[src/rtl/swz_pkg.sv]
package swz_pkg;
  localparam int UTILE_BYTES_LOG2 = 6;
  localparam int MB_BYTES_LOG2    = 8;
  localparam int COL_ROW_BYTES    = 1024;

  typedef struct packed {
    logic [2:0] lw;   // log2 utile width
    logic [2:0] lh;   // log2 utile height
  } utile_shape_t;
endpackage

[src/rtl/swz_utile_geom.sv]
module swz_utile_geom
  import swz_pkg::*;
(
  input  logic [2:0]   cpp_code,
  output logic [2:0]   cpp_sh,
  output utile_shape_t shape
);
  always_comb begin
    cpp_sh = (cpp_code > 3'd4) ? 3'd4 : cpp_code;
    unique case (cpp_sh)
      3'd0:    shape = '{lw: 3'd3, lh: 3'd3};
      3'd1:    shape = '{lw: 3'd3, lh: 3'd2};
      3'd2:    shape = '{lw: 3'd2, lh: 3'd2};
      3'd3:    shape = '{lw: 3'd2, lh: 3'd1};
      default: shape = '{lw: 3'd1, lh: 3'd1};
    endcase
  end
endmodule

[src/rtl/swz_block_index.sv]
module swz_block_index
  import swz_pkg::*;
#(
  parameter int COORD_W     = 16,
  parameter int ADDR_W      = 32,
  parameter int XOR_ROW_BIT = 4
) (
  input  logic [COORD_W-1:0] x,
  input  logic [COORD_W-1:0] y,
  input  logic [COORD_W-1:0] height,
  input  logic [2:0]         cpp_sh,
  input  utile_shape_t       shape,
  input  logic               xor_en,
  output logic [ADDR_W-1:0]  offset
);
  localparam logic [COORD_W-1:0] ONES = '1;

  logic [2:0]         lmw, lmh;
  logic [COORD_W-1:0] mb_x, mb_y, mb_y_sw, px, py, ucol, urow;
  logic               ux, uy;
  logic [ADDR_W-1:0]  mb_rows, col_idx, mb_id, slot, in_ut;

  always_comb begin
    lmw  = shape.lw + 3'd1;
    lmh  = shape.lh + 3'd1;
    mb_x = x >> lmw;
    mb_y = y >> lmh;
    px   = x & ~(ONES << lmw);
    py   = y & ~(ONES << lmh);
    ux   = px[shape.lw];
    uy   = py[shape.lh];
    ucol = px & ~(ONES << shape.lw);
    urow = py & ~(ONES << shape.lh);

    // odd four-wide column: invert one macroblock-row bit
    mb_y_sw = mb_y;
    if (xor_en && mb_x[2]) mb_y_sw[XOR_ROW_BIT] = ~mb_y[XOR_ROW_BIT];

    mb_rows = (ADDR_W'(height) + ((ADDR_W'(1) << lmh) - ADDR_W'(1))) >> lmh;
    col_idx = ADDR_W'(mb_x >> 2);
    mb_id   = col_idx * ((mb_rows - ADDR_W'(1)) << 2)
            + ADDR_W'(mb_x) + (ADDR_W'(mb_y_sw) << 2);
    slot    = ADDR_W'({uy, ux});
    in_ut   = ((ADDR_W'(urow) << shape.lw) + ADDR_W'(ucol)) << cpp_sh;
    offset  = (mb_id << MB_BYTES_LOG2) + (slot << UTILE_BYTES_LOG2) + in_ut;
  end
endmodule

[src/rtl/swz_xor_level.sv]
module swz_xor_level
  import swz_pkg::*;
#(
  parameter int COORD_W     = 16,
  parameter int PERIOD_LOG2 = 5
) (
  input  logic [COORD_W-1:0] height,
  input  utile_shape_t       shape,
  output logic               xor_ok
);
  logic [COORD_W-1:0] rows;
  assign rows = height >> (shape.lh + 3'd1);

  generate
    if (PERIOD_LOG2 == 0) begin : g_always
      assign xor_ok = 1'b1;
    end else begin : g_mod
      assign xor_ok = (rows[PERIOD_LOG2-1:0] == '0);
    end
  endgenerate
endmodule

[src/rtl/texel_swizzle_addr.sv]
module texel_swizzle_addr
  import swz_pkg::*;
#(
  parameter int COORD_W          = 16,
  parameter int ADDR_W           = 32,
  parameter int PAGE_CACHE_BYTES = 32768,
  parameter int XOR_ROW_BIT      = 4
) (
  input  logic               clk,
  input  logic               rst_n,
  input  logic               in_valid,
  input  logic [COORD_W-1:0] in_x,
  input  logic [COORD_W-1:0] in_y,
  input  logic [2:0]         in_cpp_code,
  input  logic [COORD_W-1:0] in_height,
  input  logic               in_xor_en,
  output logic               out_valid,
  output logic [ADDR_W-1:0]  out_offset,
  output logic               out_xor_level
);
  localparam int PERIOD_LOG2 = $clog2(PAGE_CACHE_BYTES / COL_ROW_BYTES);

  logic [2:0]        cpp_sh;
  utile_shape_t      shape;
  logic [ADDR_W-1:0] off_nxt;
  logic              lvl_nxt;

  swz_utile_geom u_geom (
    .cpp_code (in_cpp_code),
    .cpp_sh   (cpp_sh),
    .shape    (shape)
  );

  swz_block_index #(
    .COORD_W(COORD_W), .ADDR_W(ADDR_W), .XOR_ROW_BIT(XOR_ROW_BIT)
  ) u_idx (
    .x(in_x), .y(in_y), .height(in_height), .cpp_sh(cpp_sh),
    .shape(shape), .xor_en(in_xor_en), .offset(off_nxt)
  );

  swz_xor_level #(.COORD_W(COORD_W), .PERIOD_LOG2(PERIOD_LOG2)) u_lvl (
    .height (in_height),
    .shape  (shape),
    .xor_ok (lvl_nxt)
  );

  always_ff @(posedge clk or negedge rst_n) begin
    if (!rst_n) out_valid <= 1'b0;
    else        out_valid <= in_valid;
  end

  always_ff @(posedge clk or negedge rst_n) begin
    if (!rst_n) begin
      out_offset    <= '0;
      out_xor_level <= 1'b0;
    end else if (in_valid) begin
      out_offset    <= off_nxt;
      out_xor_level <= lvl_nxt;
    end
  end
endmodule

[config.mk]
export PLATFORM = sky130hd
export DESIGN_NAME = texel_swizzle_addr
export DESIGN_NICKNAME = d
export VERILOG_FILES = /design/src/rtl/swz_pkg.sv /design/src/rtl/swz_utile_geom.sv /design/src/rtl/swz_block_index.sv /design/src/rtl/swz_xor_level.sv /design/src/rtl/texel_swizzle_addr.sv
export SDC_FILE = /design/constraint.sdc
export NUM_CORES = 1
export LEC_CHECK = 0
export ABC_AREA = 1
export BUFFER_PORTS_ARGS = -buffer_cell sky130_fd_sc_hd__buf_2
export CORE_UTILIZATION = 58
export DETAILED_ROUTE_END_ITERATION = 10
export PLACE_DENSITY = 0.88
export SETUP_SLACK_MARGIN = 0.15
export SLEW_MARGIN = 20
export SYNTH_ARGS = -nofsm -noshare
export SYNTH_HDL_FRONTEND = slang
export SYNTH_SLANG_ARGS = --single-unit
[constraint.sdc]
create_clock -name clk -period 0.8 [get_ports clk]
set_clock_uncertainty 0.15 [all_clocks]
set_input_delay 0 -clock clk [delete_from_list [all_inputs] [get_ports clk]]
set_output_delay 0 -clock clk [all_outputs]
set_load 0.02 [all_outputs]
==> flow_summary.ini, run 1 <==
[global_routing]
grt-ovfl-total = 144
grt_pass1_vias = 21600
grt_max_degree = 49
grt_usage_pct = 77.4
grt_first_pass_wirelength_mm = 133

[logic_synthesis]
synthCells = 1967
synth_xor_area_share_pct = 4.36
ys_seq_area_share_pct = 6.52
synthFlopType = dfrtp_1
synth_compound_area_share_pct = 9.25
ys_ff_latch = 34
ys.warnings.count = 0
synthAdderAreaFrac_pct = 35.7
yosysUniqueCellTypes = 55
avgSynthCellArea_um2 = 6.63
synth_mux_area_share_pct = 0.307
synth_top_family_by_area = adder cells
synthSimpleGateAreaFrac_pct = 30.3
syn_area_mm2 = 0.0131
synth_edf_count = 0
synthArstFlopShare_pct = 100

[place]
dp_hpwl_mm = 39.1
port_buffers = 88
gp_congestion = 1.03

[clock_tree]
cts_made_buffers = 5
cts_sinks = 34
cts.htree.levels = 2
cts_max_path_buffers = 2
cts-root-buf = clkbuf_16

[outcome]
status = did not finish
error_line = [ERROR GRT-0116] Global routing finished with congestion. Check the congestion regions in the DRC Viewer.
haltStage = 5_1_grt

[floorplanning]
die_y_um = 152
rows = 54
dieWidth_um = 152
boundaryPins = 89
initial_utilization_pct = 59.4
==> synth_stat cells, types with 5 or more instances <==
library cell | n | area share (%)
buf_2 | 8 | 0.31
nand3_2 | 12 | 0.92
ha_1 | 115 | 11
nor2_4 | 6 | 0.52
nor3_1 | 5 | 0.19
clkbuf_1 | 28 | 0.81
buf_1 | 7 | 0.20
o21ai_1 | 12 | 0.46
nand4_1 | 17 | 0.81
a21oi_1 | 65 | 2.5
dfrtp_1 | 34 | 6.5
o211ai_1 | 8 | 0.46
xor2_1 | 47 | 3.2
nand2_2 | 15 | 0.72
nor2_1 | 177 | 5.1
inv_1 | 396 | 11
clkinv_1 | 6 | 0.17
a31oi_1 | 9 | 0.43
nor2_2 | 6 | 0.29
o21ai_0 | 83 | 3.2
nand3_1 | 164 | 6.3
inv_2 | 10 | 0.29
xnor2_1 | 18 | 1.2
nand2_1 | 495 | 14
fa_1 | 161 | 25
==> per-layer routing <==
layer  GRT overflow  GRT usage [%]
met5              0           35.0
met2             60           93.0
met4             81           86.9
met3              1           65.7
met1              2           72.1
==> repair_timing <==
action | CTS
setup endpoints to repair | 67
endpoints found under the hold margin | 35
gates resized for setup | 257
pin swaps | 91
cloned | 2
setup buffers | 50
hold buffers | 1
==> per-stage QoR <==
| step | worst slack, ns | cell area, µm² | util [%] | setup TNS, ns | instances |
|---|---|---|---|---|---|
| after global placement | -8.85 | 17300 | 78.9 | -184.86 | 2689 |
| after floorplan | -9.08 | 13900 | - | -187.12 | 1982 |
| after CTS | -8.97 | 18900 | 86.0 | -189.86 | 2749 |
| after detailed placement | -9.63 | 17300 | 78.9 | -198.84 | 2689 |
==> kinds of logic after synthesis <==
kind of cell,Yosys count
flops,34
buf+inv,460
other cells,1
compound gates,211
fa+ha+maj,276
mux,4
xor+xnor,65
simple gates,916
==> run 2: changes to the inputs <==
- CORE_UTILIZATION: 58 -> 40
- PLACE_DENSITY: 0.88 -> unset
- PLACE_DENSITY_LB_ADDON: unset -> 0.15
- SETUP_SLACK_MARGIN: 0.15 -> unset
- clock period: 0.8 -> 1 ns (I/O delays scaled with it)
==> run 2 against run 1 <==
Area after synthesis unchanged. Synthesized cell count did not move. The flow now finishes, with violations (negative setup slack).
==> flow_summary.ini, run 2 <==
[final_layout]
reg_top3 = out_offset x32, out_valid x1, out_xor_level x1
final_nets = 2882
syn_to_final_growth_pct = 56.3
regArea_um2 = 851
nFillCells = 2776
top_register = out_offset
final_common_cell = buf_4
antenna_cells = 0
multi_input_area_mm2 = 0.0126
layout-drive-gt1-share_pct = 40.5
fin_util_pct = 64.1
design_area_mm2 = 0.0204
mostFrequentLayoutCells = buf_4 (468), nand2_1 (426), inv_1 (344)
largest_reg_flops = 32

[routing]
antenna_left = 0
via_per_inst = 4.83
first_iter_violations = 663
drc = 0
detail_route.first_pass.iterations = 5
wl_per_cell_um = 14.4
routed_wl_mm = 43.1
dr_total_vias = 14400

[flow_run]
maxCapViolations = 0

[outcome]
violations = negative setup slack
status = complete, but fails checks

[critical_path]
cp-startpoint = in_cpp_code[1]
cp-start-kind = input pin
worst_ep_required_time_ns = 1.02
path_class = in -> reg
critPathArrivalTime_ns = 9.63
cp_max_fo = 4
slowest_stage = fa_1
critPathCaptureType = flop
slowest_delay_ns = 0.58
r2r-start = out_offset[31]
crit_path_frequent_cell = inv_1

[sta]
worst_pin_slew_ns = 0.525
slew_violations = 0
max_clock_freq_mhz = 104
min_period_ns = 9.61
tns_ns = -172.03
finalSetupViolCount = 32
hold_viol = 0
slew-limit-headroom_pct = 64.6
rsz0062_at_grt = true
finalWorstSetupSlack_ns = -8.61
period_share_pct = 961

[floorplanning]
core_mm2 = 0.0318
boundaryPins = 89
dieArea_mm2 = 0.0334
die_y_um = 183
initial_utilization_pct = 41.0
rows = 65
dieWidth_um = 183

[logic_synthesis]
syn_area_mm2 = 0.0131
netlist_top_cells_count = nand2_1 (495), inv_1 (396), nor2_1 (177)
synth_top_area_share_pct = 24.7
synthFlopType = dfrtp_1
synthCells = 1967
ys_seq_area_share_pct = 6.52
synth.largest_area_cell = fa_1
yosysUniqueCellTypes = 55
synth.area.top_cells = fa_1 (25%), nand2_1 (14%), inv_1 (11%)
synth_edf_count = 0
synthArstFlopShare_pct = 100
avgSynthCellArea_um2 = 6.63
ys_ff_latch = 34
ys.warnings.count = 0
synth_most_common_cell = nand2_1

[place]
dp_slack_ns = -9.05
dp_hpwl_mm = 35.4
port_buffers = 88
placed_cell_area_mm2 = 0.0178
gp_congestion = 0.919

[global_routing]
grt_pass1_vias = 14600
grt_usage_pct = 25.8
grt-ovfl-total = 0
grt_first_pass_wirelength_mm = 69.5
grt_max_degree = 53
grt_antenna_before_repair = 0

[clock_tree]
cts_sinks = 34
cts-root-buf = clkbuf_16
cts_max_path_buffers = 2
cts_tree = done
cts.htree.levels = 2
clock_latency_ns = 0.28
path_clk_slew_ns = 0.05
cts_made_buffers = 5

[worst_hold_path]
hold_path.class = in -> reg
hold_path.startpoint = in_valid
run 2: cell counts after synthesis:
Identical to the previous run, type by type.
run 2: kinds of logic (layout without fill, tap and decap cells):
group	Yosys count	in the layout	synth area share [%]
AO/OA/AOI/OAI	211	211	9.25
other	1	16	0.0287
adder cells (fa/ha/maj)	276	276	35.7
XOR/XNOR	65	65	4.36
multiplexers	4	4	0.307
AND/OR/NAND/NOR	916	916	30.3
flip-flops	34	34	6.52
buffers and inverters	460	1029	13.5
run 2: final timing paths:
kind | end | slack (ns) | depth (start not counted)
setup / recovery | out_offset[31] | -8.61 | 59
hold / removal | out_offset[6] | 0.01 | 4
hold reg to reg | out_offset[3] | 0.33 | 2
max in group asynchronous | out_offset[28] | 0.46 | 3
setup reg to reg | out_offset[31] | 0.12 | 3
min in group asynchronous | out_offset[0] | 0.05 | 3
run 2: final cells by class:
cell class,count,share of cell area [%]
Timing Repair Buffer,609,23.0
Multi-Input combinational cell,1488,61.7
Clock inverter,2,0.0491
Clock buffer,5,0.613
Tap cell,435,2.67
Inverter,413,7.74
Sequential cell,34,4.17
run 2: timing repair:
action                                  CTS  global route
pin swaps                               122           153
setup buffers                            62            47
hold buffers                              1             1
gates resized for setup                 216           206
cloned                                    1             2
endpoints found under the setup margin   33            34
hold endpoints to repair                 35             1
run 2: worst max-delay path: cells and delay by family:
kind / cells / cell delay [ns]
adder cells (fa/ha/maj): 11 / 4.49
AND/OR/NAND/NOR: 25 / 2.45
AO/OA/AOI/OAI: 8 / 1.17
buffers and inverters: 12 / 0.98
XOR/XNOR: 3 / 0.51
run 2: per-stage QoR:
stage	hold WS, ns	cells
after floorplan	-0.446	1982
after global placement	-0.183	2877
after detailed placement	-0.182	2877
after CTS	-0.0797	2942
after global routing	0.0349	2986
final	0.0113	2986
run 2: per-layer routing:
metal | global-route usage (%) | up-vias | wire, µm
met5 | 0 | - | 0
met4 | 7.73 | 0 | 1190
met3 | 2.31 | 71 | 1760
met2 | 48.3 | 292 | 21800
met1 | 31.1 | 6816 | 18400
li1 | - | 7231 | -
Power of run 2 is left out: the tool's default activity adds up to more than one toggle a clock period on the data nets, which glitch-free logic cannot reach.
